[config.mk]
export PLATFORM = sky130hd
export DESIGN_NAME = pll_bringup_seq
export DESIGN_NICKNAME = d
export VERILOG_FILES = /design/src/rtl/pbs_pkg.sv /design/src/rtl/pbs_rate_decode.sv /design/src/rtl/pbs_timer.sv /design/src/rtl/pbs_bus_master.sv /design/src/rtl/pll_bringup_seq.sv
export SDC_FILE = /design/constraint.sdc
export NUM_CORES = 1
export LEC_CHECK = 0
export ABC_AREA = 0
export BUFFER_PORTS_ARGS = -buffer_cell sky130_fd_sc_hd__buf_2
export CELL_PAD_IN_SITES_DETAIL_PLACEMENT = 1
export CELL_PAD_IN_SITES_GLOBAL_PLACEMENT = 2
export CORE_UTILIZATION = 36
export DETAILED_ROUTE_END_ITERATION = 10
export GPL_TIMING_DRIVEN = 0
export HOLD_SLACK_MARGIN = 0.1
export PLACE_DENSITY = 0.87
export SKIP_LAST_GASP = 1
export SLEW_MARGIN = 20
export SYNTH_ARGS = -nofsm -noshare
export SYNTH_HDL_FRONTEND = slang
export SYNTH_SLANG_ARGS = --single-unit
[constraint.sdc]
create_clock -name clk -period 7.8 [get_ports clk]
set_input_delay 1.56 -clock clk [delete_from_list [all_inputs] [get_ports clk]]
set_output_delay 1.56 -clock clk [all_outputs]
set_load 0.01 [all_outputs]
[src/rtl/pbs_pkg.sv]
package pbs_pkg;

    localparam int ADDR_W = 12;
    localparam int DATA_W = 32;
    localparam int RATE_W = 17;

    localparam logic [ADDR_W-1:0] A_SRCSEL = 12'h028;
    localparam logic [ADDR_W-1:0] A_LOCK   = 12'h064;
    localparam logic [ADDR_W-1:0] A_RST    = 12'h780;
    localparam logic [ADDR_W-1:0] A_REFCFG = 12'h784;
    localparam logic [ADDR_W-1:0] A_CTRL   = 12'h78C;
    localparam logic [ADDR_W-1:0] A_FACTOR = 12'h794;

    localparam int IDX_LSB    = 0;
    localparam int IDX_W      = 4;
    localparam int PDIV_LSB   = 4;
    localparam int PDIV_W     = 5;
    localparam int SDIV_LSB   = 8;
    localparam int SDIV_W     = 2;
    localparam int LDET_BIT   = 15;
    localparam int RSTN_BIT   = 6;
    localparam int LOCK_BIT   = 8;
    localparam int FACTOR_W   = 10;

    typedef enum logic [1:0] {
        ERR_NONE  = 2'b00,
        ERR_UNSUP = 2'b01,
        ERR_TMO   = 2'b10
    } err_e;

    typedef enum logic [3:0] {
        S_IDLE, S_RD_REF, S_WR_REF, S_RD_SRC, S_WR_SRC,
        S_RD_CTL, S_WR_CTL, S_RD_RST, S_WR_RSTLO, S_HOLD,
        S_WR_RSTHI, S_POLL_WAIT, S_RD_LOCK, S_RD_FAC
    } seq_st_e;

    typedef struct packed {
        logic             ok;
        logic [IDX_W-1:0] idx;
        logic             predivide;
    } ref_dec_t;

    typedef struct packed {
        logic              we;
        logic [ADDR_W-1:0] addr;
        logic [DATA_W-1:0] wdata;
    } bus_cmd_t;

    function automatic ref_dec_t decode_ref(input logic [RATE_W-1:0] khz);
        ref_dec_t d;
        d = '0;
        d.ok = 1'b1;
        case (khz)
            17'd25000: d.idx = 4'd3;
            17'd31250: d.idx = 4'd4;
            17'd40000: d.idx = 4'd6;
            17'd48000: d.idx = 4'd7;
            17'd96000: begin d.idx = 4'd7; d.predivide = 1'b1; end
            17'd50000: d.idx = 4'd8;
            default:   d.ok  = 1'b0;
        endcase
        return d;
    endfunction

endpackage

[src/rtl/pbs_rate_decode.sv]
module pbs_rate_decode
    import pbs_pkg::*;
(
    input  logic [RATE_W-1:0] khz,
    output ref_dec_t          dec
);
    always_comb dec = decode_ref(khz);


    always_comb begin
        idx_legal_chk: assert (!dec.ok || (dec.idx inside {4'd3, 4'd4, 4'd6, 4'd7, 4'd8}));
    end
endmodule

[src/rtl/pbs_timer.sv]
module pbs_timer #(
    parameter int W = 17
) (
    input  logic         clk,
    input  logic         rst,
    input  logic         load,
    input  logic [W-1:0] load_val,
    output logic         zero
);
    logic [W-1:0] cnt;

    always_ff @(posedge clk) begin
        if (rst)
            cnt <= '0;
        else if (load)
            cnt <= load_val;
        else if (cnt != '0)
            cnt <= cnt - 1'b1;
    end

    assign zero = (cnt == '0);


    tmr_load_nonzero_chk: assert property (@(posedge clk) disable iff (rst)
        load |-> (load_val != '0));
endmodule

[src/rtl/pbs_bus_master.sv]
module pbs_bus_master
    import pbs_pkg::*;
(
    input  logic              clk,
    input  logic              rst,
    input  logic              go,
    input  bus_cmd_t          cmd,
    output logic              ack,
    output logic [DATA_W-1:0] ack_rdata,
    output logic              bus_req,
    output logic              bus_we,
    output logic [ADDR_W-1:0] bus_addr,
    output logic [DATA_W-1:0] bus_wdata,
    input  logic              bus_ready,
    input  logic [DATA_W-1:0] bus_rdata
);
    always_ff @(posedge clk) begin
        if (rst) begin
            bus_req   <= 1'b0;
            bus_we    <= 1'b0;
            bus_addr  <= '0;
            bus_wdata <= '0;
            ack       <= 1'b0;
            ack_rdata <= '0;
        end else begin
            ack <= 1'b0;
            if (bus_req) begin
                if (bus_ready) begin
                    bus_req   <= 1'b0;
                    ack       <= 1'b1;
                    ack_rdata <= bus_rdata;
                end
            end else if (go) begin
                bus_req   <= 1'b1;
                bus_we    <= cmd.we;
                bus_addr  <= cmd.addr;
                bus_wdata <= cmd.wdata;
            end
        end
    end


    req_hold_chk: assert property (@(posedge clk) disable iff (rst)
        (bus_req && !bus_ready) |=> (bus_req && $stable(bus_addr) && $stable(bus_we) && $stable(bus_wdata)));


    ack_after_ready_chk: assert property (@(posedge clk) disable iff (rst)
        ack |-> !bus_req);
endmodule

[src/rtl/pll_bringup_seq.sv]
module pll_bringup_seq
    import pbs_pkg::*;
#(
    parameter int CYC_PER_US = 125,
    parameter int HOLD_US    = 1000,
    parameter int POLL_US    = 100,
    parameter int TIMEOUT_US = 100000
) (
    input  logic              clk,
    input  logic              rst,
    input  logic              start,
    input  logic [16:0]       ref_khz,
    output logic              busy,
    output logic              done,
    output logic              error,
    output logic [1:0]        err_code,
    output logic [31:0]       pll_rate_khz,
    output logic              bus_req,
    output logic              bus_we,
    output logic [11:0]       bus_addr,
    output logic [31:0]       bus_wdata,
    input  logic              bus_ready,
    input  logic [31:0]       bus_rdata
);
    localparam int HOLD_CYC  = CYC_PER_US * HOLD_US;
    localparam int POLL_CYC  = CYC_PER_US * POLL_US;
    localparam int TMR_MAX   = (HOLD_CYC > POLL_CYC) ? HOLD_CYC : POLL_CYC;
    localparam int TMR_W     = $clog2(TMR_MAX + 1);
    localparam int RAW_POLLS = TIMEOUT_US / POLL_US;
    localparam int MAX_POLLS = (RAW_POLLS < 1) ? 1 : RAW_POLLS;
    localparam int POLL_W    = $clog2(MAX_POLLS + 1);

    seq_st_e           st;
    logic              pend;
    logic [DATA_W-1:0] shadow;
    logic [RATE_W-1:0] ref_q;
    ref_dec_t          dec_now, dec_q;
    err_e              err_q;
    logic              done_q;
    logic [31:0]       rate_q;
    logic [POLL_W-1:0] poll_cnt;

    bus_cmd_t          cmd;
    logic              bus_state;
    logic              cmd_go;
    logic              ack;
    logic [DATA_W-1:0] ack_rdata;
    logic              tmr_load;
    logic [TMR_W-1:0]  tmr_val;
    logic              tmr_zero;
    logic              locked;
    logic              last_poll;

    pbs_rate_decode u_dec (
        .khz (ref_khz),
        .dec (dec_now)
    );

    pbs_timer #(.W(TMR_W)) u_tmr (
        .clk      (clk),
        .rst      (rst),
        .load     (tmr_load),
        .load_val (tmr_val),
        .zero     (tmr_zero)
    );

    pbs_bus_master u_bus (
        .clk       (clk),
        .rst       (rst),
        .go        (cmd_go),
        .cmd       (cmd),
        .ack       (ack),
        .ack_rdata (ack_rdata),
        .bus_req   (bus_req),
        .bus_we    (bus_we),
        .bus_addr  (bus_addr),
        .bus_wdata (bus_wdata),
        .bus_ready (bus_ready),
        .bus_rdata (bus_rdata)
    );

    // Per-state command: address, direction and modified write value
    always_comb begin
        cmd       = '0;
        cmd.wdata = shadow;
        bus_state = 1'b1;
        unique case (st)
            S_RD_REF:   cmd.addr = A_REFCFG;
            S_WR_REF: begin
                cmd.we   = 1'b1;
                cmd.addr = A_REFCFG;
                cmd.wdata[IDX_LSB +: IDX_W] = dec_q.idx;
                if (dec_q.predivide)
                    cmd.wdata[PDIV_LSB +: PDIV_W] = 5'd2;
            end
            S_RD_SRC:   cmd.addr = A_SRCSEL;
            S_WR_SRC: begin
                cmd.we   = 1'b1;
                cmd.addr = A_SRCSEL;
                cmd.wdata[SDIV_LSB +: SDIV_W] = '0;
            end
            S_RD_CTL:   cmd.addr = A_CTRL;
            S_WR_CTL: begin
                cmd.we   = 1'b1;
                cmd.addr = A_CTRL;
                cmd.wdata[LDET_BIT] = 1'b1;
            end
            S_RD_RST:   cmd.addr = A_RST;
            S_WR_RSTLO: begin
                cmd.we   = 1'b1;
                cmd.addr = A_RST;
                cmd.wdata[RSTN_BIT] = 1'b0;
            end
            S_WR_RSTHI: begin
                cmd.we   = 1'b1;
                cmd.addr = A_RST;
                cmd.wdata[RSTN_BIT] = 1'b1;
            end
            S_RD_LOCK:  cmd.addr = A_LOCK;
            S_RD_FAC:   cmd.addr = A_FACTOR;
            default:    bus_state = 1'b0;
        endcase
    end

    assign cmd_go    = bus_state && !pend;
    assign locked    = ack_rdata[LOCK_BIT];
    assign last_poll = (poll_cnt == POLL_W'(MAX_POLLS - 1));
    assign tmr_load  = ack && ((st == S_WR_RSTLO) || (st == S_WR_RSTHI) || (st == S_RD_LOCK));
    assign tmr_val   = (st == S_WR_RSTLO) ? TMR_W'(HOLD_CYC) : TMR_W'(POLL_CYC);

    always_ff @(posedge clk) begin
        if (rst) begin
            st       <= S_IDLE;
            pend     <= 1'b0;
            shadow   <= '0;
            ref_q    <= '0;
            dec_q    <= '0;
            err_q    <= ERR_NONE;
            done_q   <= 1'b0;
            rate_q   <= '0;
            poll_cnt <= '0;
        end else begin
            if (cmd_go)
                pend <= 1'b1;
            if (ack) begin
                pend <= 1'b0;
                if (!cmd.we)
                    shadow <= ack_rdata;
            end
            unique case (st)
                S_IDLE: if (start) begin
                    done_q   <= 1'b0;
                    ref_q    <= ref_khz;
                    dec_q    <= dec_now;
                    poll_cnt <= '0;
                    if (dec_now.ok) begin
                        err_q <= ERR_NONE;
                        st    <= S_RD_REF;
                    end else begin
                        err_q <= ERR_UNSUP;
                    end
                end
                S_RD_REF:   if (ack) st <= S_WR_REF;
                S_WR_REF:   if (ack) st <= dec_q.predivide ? S_RD_SRC : S_RD_CTL;
                S_RD_SRC:   if (ack) st <= S_WR_SRC;
                S_WR_SRC:   if (ack) st <= S_RD_CTL;
                S_RD_CTL:   if (ack) st <= S_WR_CTL;
                S_WR_CTL:   if (ack) st <= S_RD_RST;
                S_RD_RST:   if (ack) st <= S_WR_RSTLO;
                S_WR_RSTLO: if (ack) st <= S_HOLD;
                S_HOLD:     if (tmr_zero) st <= S_WR_RSTHI;
                S_WR_RSTHI: if (ack) st <= S_POLL_WAIT;
                S_POLL_WAIT: if (tmr_zero) st <= S_RD_LOCK;
                S_RD_LOCK: if (ack) begin
                    if (locked) begin
                        st <= S_RD_FAC;
                    end else if (last_poll) begin
                        err_q <= ERR_TMO;
                        st    <= S_IDLE;
                    end else begin
                        poll_cnt <= poll_cnt + 1'b1;
                        st       <= S_POLL_WAIT;
                    end
                end
                S_RD_FAC: if (ack) begin
                    rate_q <= 32'(ref_q) * 32'(ack_rdata[FACTOR_W-1:0]) * 32'd2;
                    done_q <= 1'b1;
                    st     <= S_IDLE;
                end
                default: st <= S_IDLE;
            endcase
        end
    end

    assign busy         = (st != S_IDLE);
    assign done         = done_q;
    assign error        = (err_q != ERR_NONE);
    assign err_code     = err_q;
    assign pll_rate_khz = rate_q;


    hold_quiet_chk: assert property (@(posedge clk) disable iff (rst)
        (st == S_HOLD) |-> !bus_req);


    done_idle_chk: assert property (@(posedge clk) disable iff (rst)
        done |-> !busy);


    flag_excl_chk: assert property (@(posedge clk) disable iff (rst)
        !(done && error));


    start_ignored_chk: assert property (@(posedge clk) disable iff (rst)
        (busy && start) |=> $stable(ref_q));


    poll_bound_chk: assert property (@(posedge clk) disable iff (rst)
        poll_cnt < POLL_W'(MAX_POLLS));


    unsup_quiet_chk: assert property (@(posedge clk) disable iff (rst)
        (err_q == ERR_UNSUP) |-> (!busy && !bus_req));
endmodule

==> results of run 1 <==
==> power groups by stage <==
stage	Sequential [W]	Combinational [W]	Clock, W
2_1_floorplan	0.00106	0.000255	0
3_3_place_gp	0.00107	0.000337	0
3_5_place_dp	0.00107	0.000348	0
4_1_cts	0.00105	0.000354	0.000901
5_1_grt	0.00105	0.000388	0.000942
6_report	0.00105	0.000356	0.000880
==> state kept, by name, indices dropped and copies added, names as in the netlist <==
signal	flops
shadow	32
poll_cnt	10
u_bus.bus_we	1
pll_rate_khz	27
u_bus.ack	1
err_code	2
u_bus.ack_rdata	32
dec_q	5
u_bus.bus_req	1
u_bus.bus_wdata	32
pend	1
done	1
st	4
u_tmr.cnt	17
ref_q	17
u_bus.bus_addr	6
==> cells by family after synthesis <==
family,Yosys count
AND/OR/NAND/NOR,603
AO/OA/AOI/OAI,272
buffers and inverters,255
flip-flops,189
adder cells (fa/ha/maj),182
XOR/XNOR,41
multiplexers,7
other,1
==> layout by cell type, fill, tap and decap left out, types with 7 or more instances in the layout <==
| cell | count |
|---|---|
| a21oi_1 | 139 |
| a211oi_1 | 13 |
| xnor2_1 | 24 |
| nand4_1 | 8 |
| o21ai_0 | 34 |
| nor2b_1 | 11 |
| buf_4 | 11 |
| inv_1 | 144 |
| xor2_1 | 17 |
| buf_2 | 128 |
| clkbuf_1 | 96 |
| nand3_1 | 28 |
| nor2_1 | 79 |
| dfxtp_1 | 189 |
| o21bai_1 | 7 |
| a22o_1 | 32 |
| nand3b_1 | 7 |
| ha_1 | 64 |
| and3_1 | 9 |
| conb_1 | 8 |
| inv_8 | 8 |
| fa_1 | 118 |
| nor3_1 | 28 |
| and2_1 | 74 |
| nand2_1 | 318 |
| clkbuf_16 | 17 |
==> worst max-delay path by stage <==
| stage | cells after the start | startpoint | slack (ps) | end |
|---|---|---|---|---|
| after global routing | 21 | u_bus.ack_rdata[3]$_SDFFE_PP0P_ | 420 | pll_rate_khz[24]$_SDFFE_PP0P_ |
| after detailed placement | 20 | u_bus.ack_rdata[3]$_SDFFE_PP0P_ | 740 | pll_rate_khz[24]$_SDFFE_PP0P_ |
| after CTS | 20 | u_bus.ack_rdata[1]$_SDFFE_PP0P_ | 720 | pll_rate_khz[24]$_SDFFE_PP0P_ |
| after global placement | 20 | u_bus.ack_rdata[1]$_SDFFE_PP0P_ | 890 | pll_rate_khz[24]$_SDFFE_PP0P_ |
| final | 21 | u_bus.ack_rdata[3]$_SDFFE_PP0P_ | 710 | pll_rate_khz[24]$_SDFFE_PP0P_ |
| after floorplan | 20 | u_bus.ack_rdata[1]$_SDFFE_PP0P_ | 2230 | pll_rate_khz[24]$_SDFFE_PP0P_ |
==> cell type report <==
class / count / area (sq um)
flip-flops and latches: 189 / 3780
fillers: 4245 / 20200
inverters: 144 / 541
clock buffers: 17 / 425
well taps: 455 / 569
multi-input cells: 1113 / 8130
repair buffers: 127 / 636
clock inverters: 15 / 144
plain buffers: 111 / 459
==> through the flow <==
stage / setup slack [ps] / power [W] / hold WS (ps)
4_1_cts: 724 / 0.00230 / 458
3_5_place_dp: 744 / 0.00142 / 447
5_1_grt: 420 / 0.00238 / 468
2_1_floorplan: 2230 / 0.00131 / 432
3_3_place_gp: 885 / 0.00140 / 437
6_report: 712 / 0.00228 / 454
==> metal layers <==
layer / vias up / GRT usage (%) / share of wire, %
met5: - / 0 / 0
met4: 0 / 6.78 / 2.2
met3: 38 / 3.98 / 4.3
met2: 231 / 38.0 / 47
met1: 5769 / 32.7 / 47
li1: 5324 / - / -
==> tightest hold or removal path: cells and delay by family (launching register included) <==
kind,cells,cell delay [ps]
flip-flops,1,310
AND/OR/NAND/NOR,1,50
AO/OA/AOI/OAI,1,50
==> summary.md, run 1 <==
| Metric | Value |
|---|---|
| Outcome | finished clean |
| Max stage delay on crit path | 810 ps |
| Placed inst area | 14100 sq um |
| # Max-Cap Violations | 0 |
| CTS tree | built |
| Synth top area cells | dfxtp_1 29%, fa_1 18%, nand2_1 9.3%, ha_1 6.2%, a21oi_1 5.4% |
| Iter 0 DRT Violations | 664 |
| Reg-to-Reg Start | u_bus.ack_rdata[3]$_SDFFE_PP0P_ |
| Final Hold Fails | 0 |
| Most used DFF post-synth | dfxtp_1 |
| Asr flop ratio synth | 0% |
| Synth Area in XOR/XNOR | 2.79% |
| Clock root buffer | clkbuf_16 |
| Reg-to-Reg End | pll_rate_khz[24]$_SDFFE_PP0P_ |
| Reg2reg path depth | 21 |
| Critical Path AT | 7440 ps |
| Wirelength per Cell | 19.2 microns |
| Buf/Inv on CP | 7 |
| Min-Delay Path Class | reg2reg |
| Cell family with most CP delay | adder cells |
| Final period util | 90.9% |
| Number of antenna diodes | 0 |
| Mapped Cells | 1550 |
| Clock power frac | 38.5% |
| Overall die height | 191 microns |
| First-pass GRT wire length | 66000 microns |
| Cells after DPL | 2139 |
| Final instance area | 14700 sq um |
| Final TNS setup | 0 ps |
| PostCTS Resize Cnt | 0 |
| Grt total ovfl | 0 |
| Total Wirelength | 41700 microns |
| Yosys Warn Count | 0 |
| Pwr dens | 155 nW/um^2 |
| GRT Resource Usage Total | 23.7% |
| Total iterations of the first detailed-routing run | 5 |
| #FFs+latches synth | 189 |
| Drt via density | 5.23 |
| Max_slew headroom | 29.9% |
| Max H-tree Level | 4 |
| Crit path required time | 8150 ps |
| Max Root-Sink Buffers | 2 |
| Worst Skew | 17.6 ps |
| RSZ-0062 raised after global routing | false |
| Clock transition at path regs | 80 ps |
| Area leader, netlist | dfxtp_1 |
| Most frequent cell after synthesis | nand2_1 |
| Cell Rows | 68 |
| Post-CTS setup buffers | 0 |
| Synth top area share | 29.4% |
| Cell-internal power | 0.00158 W |
| Max-slew violation count | 0 |
| Core ar. | 34900 sq um |
| Synth Area in Compound Gates | 13.1% |
| Number of flops mapped to enable cells by yosys | 0 |
| Slew of the pin with the lowest slew margin | 1050 ps |
| Switching part of the total | 31.0% |
| Worst Hold Path EP | pll_rate_khz[9]$_SDFFE_PP0P_ |
| Count of different cell masters after synthesis | 69 |
| Fin nets | 1938 |
| Fmax achieved | 141 MHz |
| Layout cells sized above 1 | 10.8% |
| Hold path cells | 2 |
| Simple-Gate Fraction of Synth Area | 21.9% |
| DRC errors left | 0 |
| Fin crit period | 7090 ps |
| Slowest-stage cell, CP | o31ai_1 |
| Vias in the first global route | 11738 |
| Switching pwr | 0.000708 W |
| CP startpoint kind | flop |
| Setup Viol. Count Final | 0 |
| Crit-path cells | clkbuf_1, clkbuf_1, nand2_1, fa_1, inv_1, fa_1, inv_1, fa_1, inv_1, fa_1, inv_1, fa_1, inv_1, ha_1, a21oi_1, o21bai_1, a31oi_1, o31a_1, o31ai_1, mux2_2, a311oi_1 |
| Avg Inst Size Synth | 8.31 sq um |
| I/O Buffers | 127 |
| CP Max Fanout | 10 |
| Synth-to-Final Area Change | 14.0% |
| Non-Filler Instances | 2171 |
| Critical path type | reg2reg |
| Initial core utilization | 36.9% |
| Mux share of post-synthesis cell area | 0.553% |
| I/O pin total | 136 |
| Initial antenna violation count | 0 |
| CTS buffer count | 17 |
| Worst reg2reg setup slack | 710 ps |
| Via count | 11362 |
| CTS Hold Bufs | 0 |
| Clock latency on the worst-skew pair | 460 ps |
| Synth top cells by count | 318 x nand2_1, 189 x dfxtp_1, 144 x inv_1, 139 x a21oi_1, 118 x fa_1 |
| Combinational share of power | 15.6% |
| Largest net degree at the start of global routing | 20 |
| HPWL after DPL | 32500 microns |
| Die X | 191 microns |
| Hold path startpoint | pll_rate_khz[9]$_SDFFE_PP0P_ |
| CP Capture Type | flop |
| Largest family of logic cells by synthesized area | adder cells |
| Final Util | 42.1% |
| GPL Wtd Cong | 0.868 |
| Post-DRT Antenna Nets | 0 |
| Sequential fraction of the synthesis area | 29.4% |
| Sequential power share | 45.9% |
| Maximum vdd drop | 0.171 mV |
| Post-Synth Adder-Cell Area | 24.5% |
| Mapped Area | 12900 sq um |
| Die Area | 36600 sq um |
| Leak Pwr | 6.46 nW |
| CTS sink count | 189 |
Note: power is estimated with default switching activity, not from simulation.
==> run 2: changes to the inputs <==
Settings changed: ABC_AREA 0 to 1, CORE_UTILIZATION 36 to 35, PLACE_DENSITY 0.87 to 0.88.
Clock period 7.8 ns to 7.59 ns, I/O delays scaled along.
==> summary.md, run 2 <==
| Metric | Value |
|---|---|
| Outcome | finished clean |
| HPWL after DPL | 36200 microns |
| Asr flop ratio synth | 0% |
| Drt via density | 4.90 |
| Final TNS setup | 0 ps |
| Wirelength per Cell | 17.5 microns |
| Initial core utilization | 35.9% |
| Final Util | 40.9% |
| DRC errors left | 0 |
| Fmax achieved | 169 MHz |
| Most used routing layer | met2 |
| Core ar. | 38000 sq um |
| Clock root buffer | clkbuf_16 |
| Fin nets | 2279 |
| Crit path required time | 7940 ps |
| Die Area | 39800 sq um |
| Iter 0 DRT Violations | 482 |
| Critical Path AT | 6290 ps |
| Largest net degree at the start of global routing | 22 |
| Top cell by count, worst path | inv_1 |
| Synth-to-Final Area Change | 14.0% |
| Max stage delay on crit path | 540 ps |
| Area leader, netlist | dfxtp_1 |
| Sequential fraction of the synthesis area | 27.7% |
| CTS tree | built |
| Clock transition at path regs | 80 ps |
| CP Capture Type | flop |
| Max_slew headroom | 38.7% |
| CP startpoint kind | flop |
| Mapped Area | 13600 sq um |
| Cell Rows | 71 |
| Most used DFF post-synth | dfxtp_1 |
| CTS buffer count | 17 |
| GRT Resource Usage Total | 23.7% |
| Overall die height | 199 microns |
| Vias in the first global route | 13150 |
| Top flop regs | shadow: 32 flops, u_bus.ack_rdata: 32 flops, u_bus.bus_wdata: 32 flops |
| Maximum vdd drop | 0.205 mV |
| Slew of the pin with the lowest slew margin | 919 ps |
| # Max-Cap Violations | 0 |
| First-pass GRT wire length | 72400 microns |
| Met3 usage | 3.21% |
| Layout cells sized above 1 | 10.7% |
| Crit-path cells | clkbuf_1, clkbuf_1, nand2_1, fa_1, inv_1, fa_1, inv_1, fa_1, inv_1, fa_1, inv_1, fa_1, inv_1, ha_1, nand2_1, nor2_1, nand2_1, o211ai_1, nand2_1, nand4_1, nand3_1, nand2_1, inv_1 |
| Count of different cell masters after synthesis | 42 |
| Final period util | 78.2% |
| Leak Pwr | 8.02 nW |
| Via count | 12596 |
| Most frequent cell after synthesis | nand2_1 |
| Critical path type | reg2reg |
| Pwr dens | 217 nW/um^2 |
| Slowest-stage cell, CP | clkbuf_1 |
| CTS sink count | 189 |
| I/O Buffers | 127 |
| Min Hold Slack | 451 ps |
| Synth top cells by count | 477 x nand2_1, 349 x inv_1, 189 x dfxtp_1, 136 x nor2_1, 119 x o21ai_0 |
| Die X | 199 microns |
| Number of flops mapped to enable cells by yosys | 0 |
| Total Wirelength | 44900 microns |
| I/O pin total | 136 |
| Worst Skew | 19.4 ps |
| Synth top area cells | dfxtp_1 28%, fa_1 17%, nand2_1 13%, inv_1 9.6%, ha_1 5.9% |
| Initial antenna violation count | 1 |
| Pwr Total | 0.00338 W |
| Post-DRT Antenna Nets | 0 |
| Fin crit period | 5930 ps |
| Met1 Resource Use GR | 33.1% |
| RSZ-0062 raised after global routing | false |
| Mapped Cells | 1891 |
| Avg Inst Size Synth | 7.21 sq um |
| Post-CTS setup buffers | 0 |
| Most frequent cells in the layout | 477 x nand2_1, 349 x inv_1, 189 x dfxtp_1, 136 x nor2_1, 135 x buf_2 |
| Min-Delay Path Class | reg2reg |
| Max Root-Sink Buffers | 2 |
| Grt met2 use | 38.6% |
| Grt total ovfl | 0 |
| #FFs+latches synth | 189 |
| PostCTS Resize Cnt | 0 |
| GPL Wtd Cong | 0.886 |
| Total iterations of the first detailed-routing run | 5 |
| Commonest non-fill, non-tap cell in the layout | nand2_1 |
| Yosys Warn Count | 0 |
| CTS Hold Bufs | 0 |
| Synth top area share | 27.7% |
| Clock latency on the worst-skew pair | 470 ps |
| Max H-tree Level | 4 |
| Final Hold Fails | 0 |
| Setup Viol. Count Final | 0 |
| CP Max Fanout | 10 |
| Number of antenna diodes | 0 |
| Max-slew violation count | 0 |
## run 2: final timing paths
path / cells after the start / start / slack [ps] / endpoint
hold reg to reg: 2 / ref_q[3]$_SDFFE_PP0P_ / 450 / ref_q[3]$_SDFFE_PP0P_
setup / recovery: 23 / u_bus.ack_rdata[3]$_SDFFE_PP0P_ / 1660 / pll_rate_khz[26]$_SDFFE_PP0P_
hold / removal: 2 / ref_q[3]$_SDFFE_PP0P_ / 450 / ref_q[3]$_SDFFE_PP0P_
setup reg to reg: 23 / u_bus.ack_rdata[3]$_SDFFE_PP0P_ / 1660 / pll_rate_khz[26]$_SDFFE_PP0P_
## run 2: logic make-up (layout without fill, tap and decap cells)
family | count (synthesis) | count (layout) | synth area share, %
adder cells (fa/ha/maj) | 182 | 182 | 23.2
buffers and inverters | 448 | 607 | 12.9
XOR/XNOR | 22 | 22 | 1.41
flip-flops | 189 | 189 | 27.7
AND/OR/NAND/NOR | 768 | 768 | 23.5
other | 1 | 8 | 0.0275
AO/OA/AOI/OAI | 281 | 281 | 11.3
## run 2: cell type report
class / count / area, sq um
buffer: 93 / 427
clock buffer: 17 / 425
clock inverter: 15 / 189
fill: 4894 / 22500
inverter: 355 / 1330
multi-input combinational: 1261 / 8120
sequential: 189 / 3780
tap: 511 / 639
timing repair buffer: 127 / 636
## run 2: stage by stage
step | std cells | setup WS, ps | area (sq um)
after floorplan | 1898 | 2680 | 13700
after global placement | 2536 | 1750 | 14900
after detailed placement | 2536 | 1710 | 14900
after CTS | 2568 | 1660 | 15600
after global routing | 2568 | 1240 | 15600
final | 2568 | 1660 | 15600
## run 2: layer usage
metal	up-vias	share of wire, %
met4	2	1.7
met5	-	0.029
met1	6215	49
met2	235	46
li1	6096	-
met3	48	4.0
## run 2: where the power goes
part | switching (W) | internal [W] | total [W]
Combinational | 0.000813 | 0.000374 | 0.00119
Sequential | 0.000101 | 0.00113 | 0.00124
Clock | 0.000509 | 0.000451 | 0.000960
## run 2: critical path: cells and delay by family, from the launching register on
| family | cells | cell delay (ps) |
|---|---|---|
| compound gates | 1 | 210 |
| fa+ha+maj | 6 | 2900 |
| simple gates | 8 | 1060 |
| flops | 1 | 310 |
| buf+inv | 8 | 1330 |
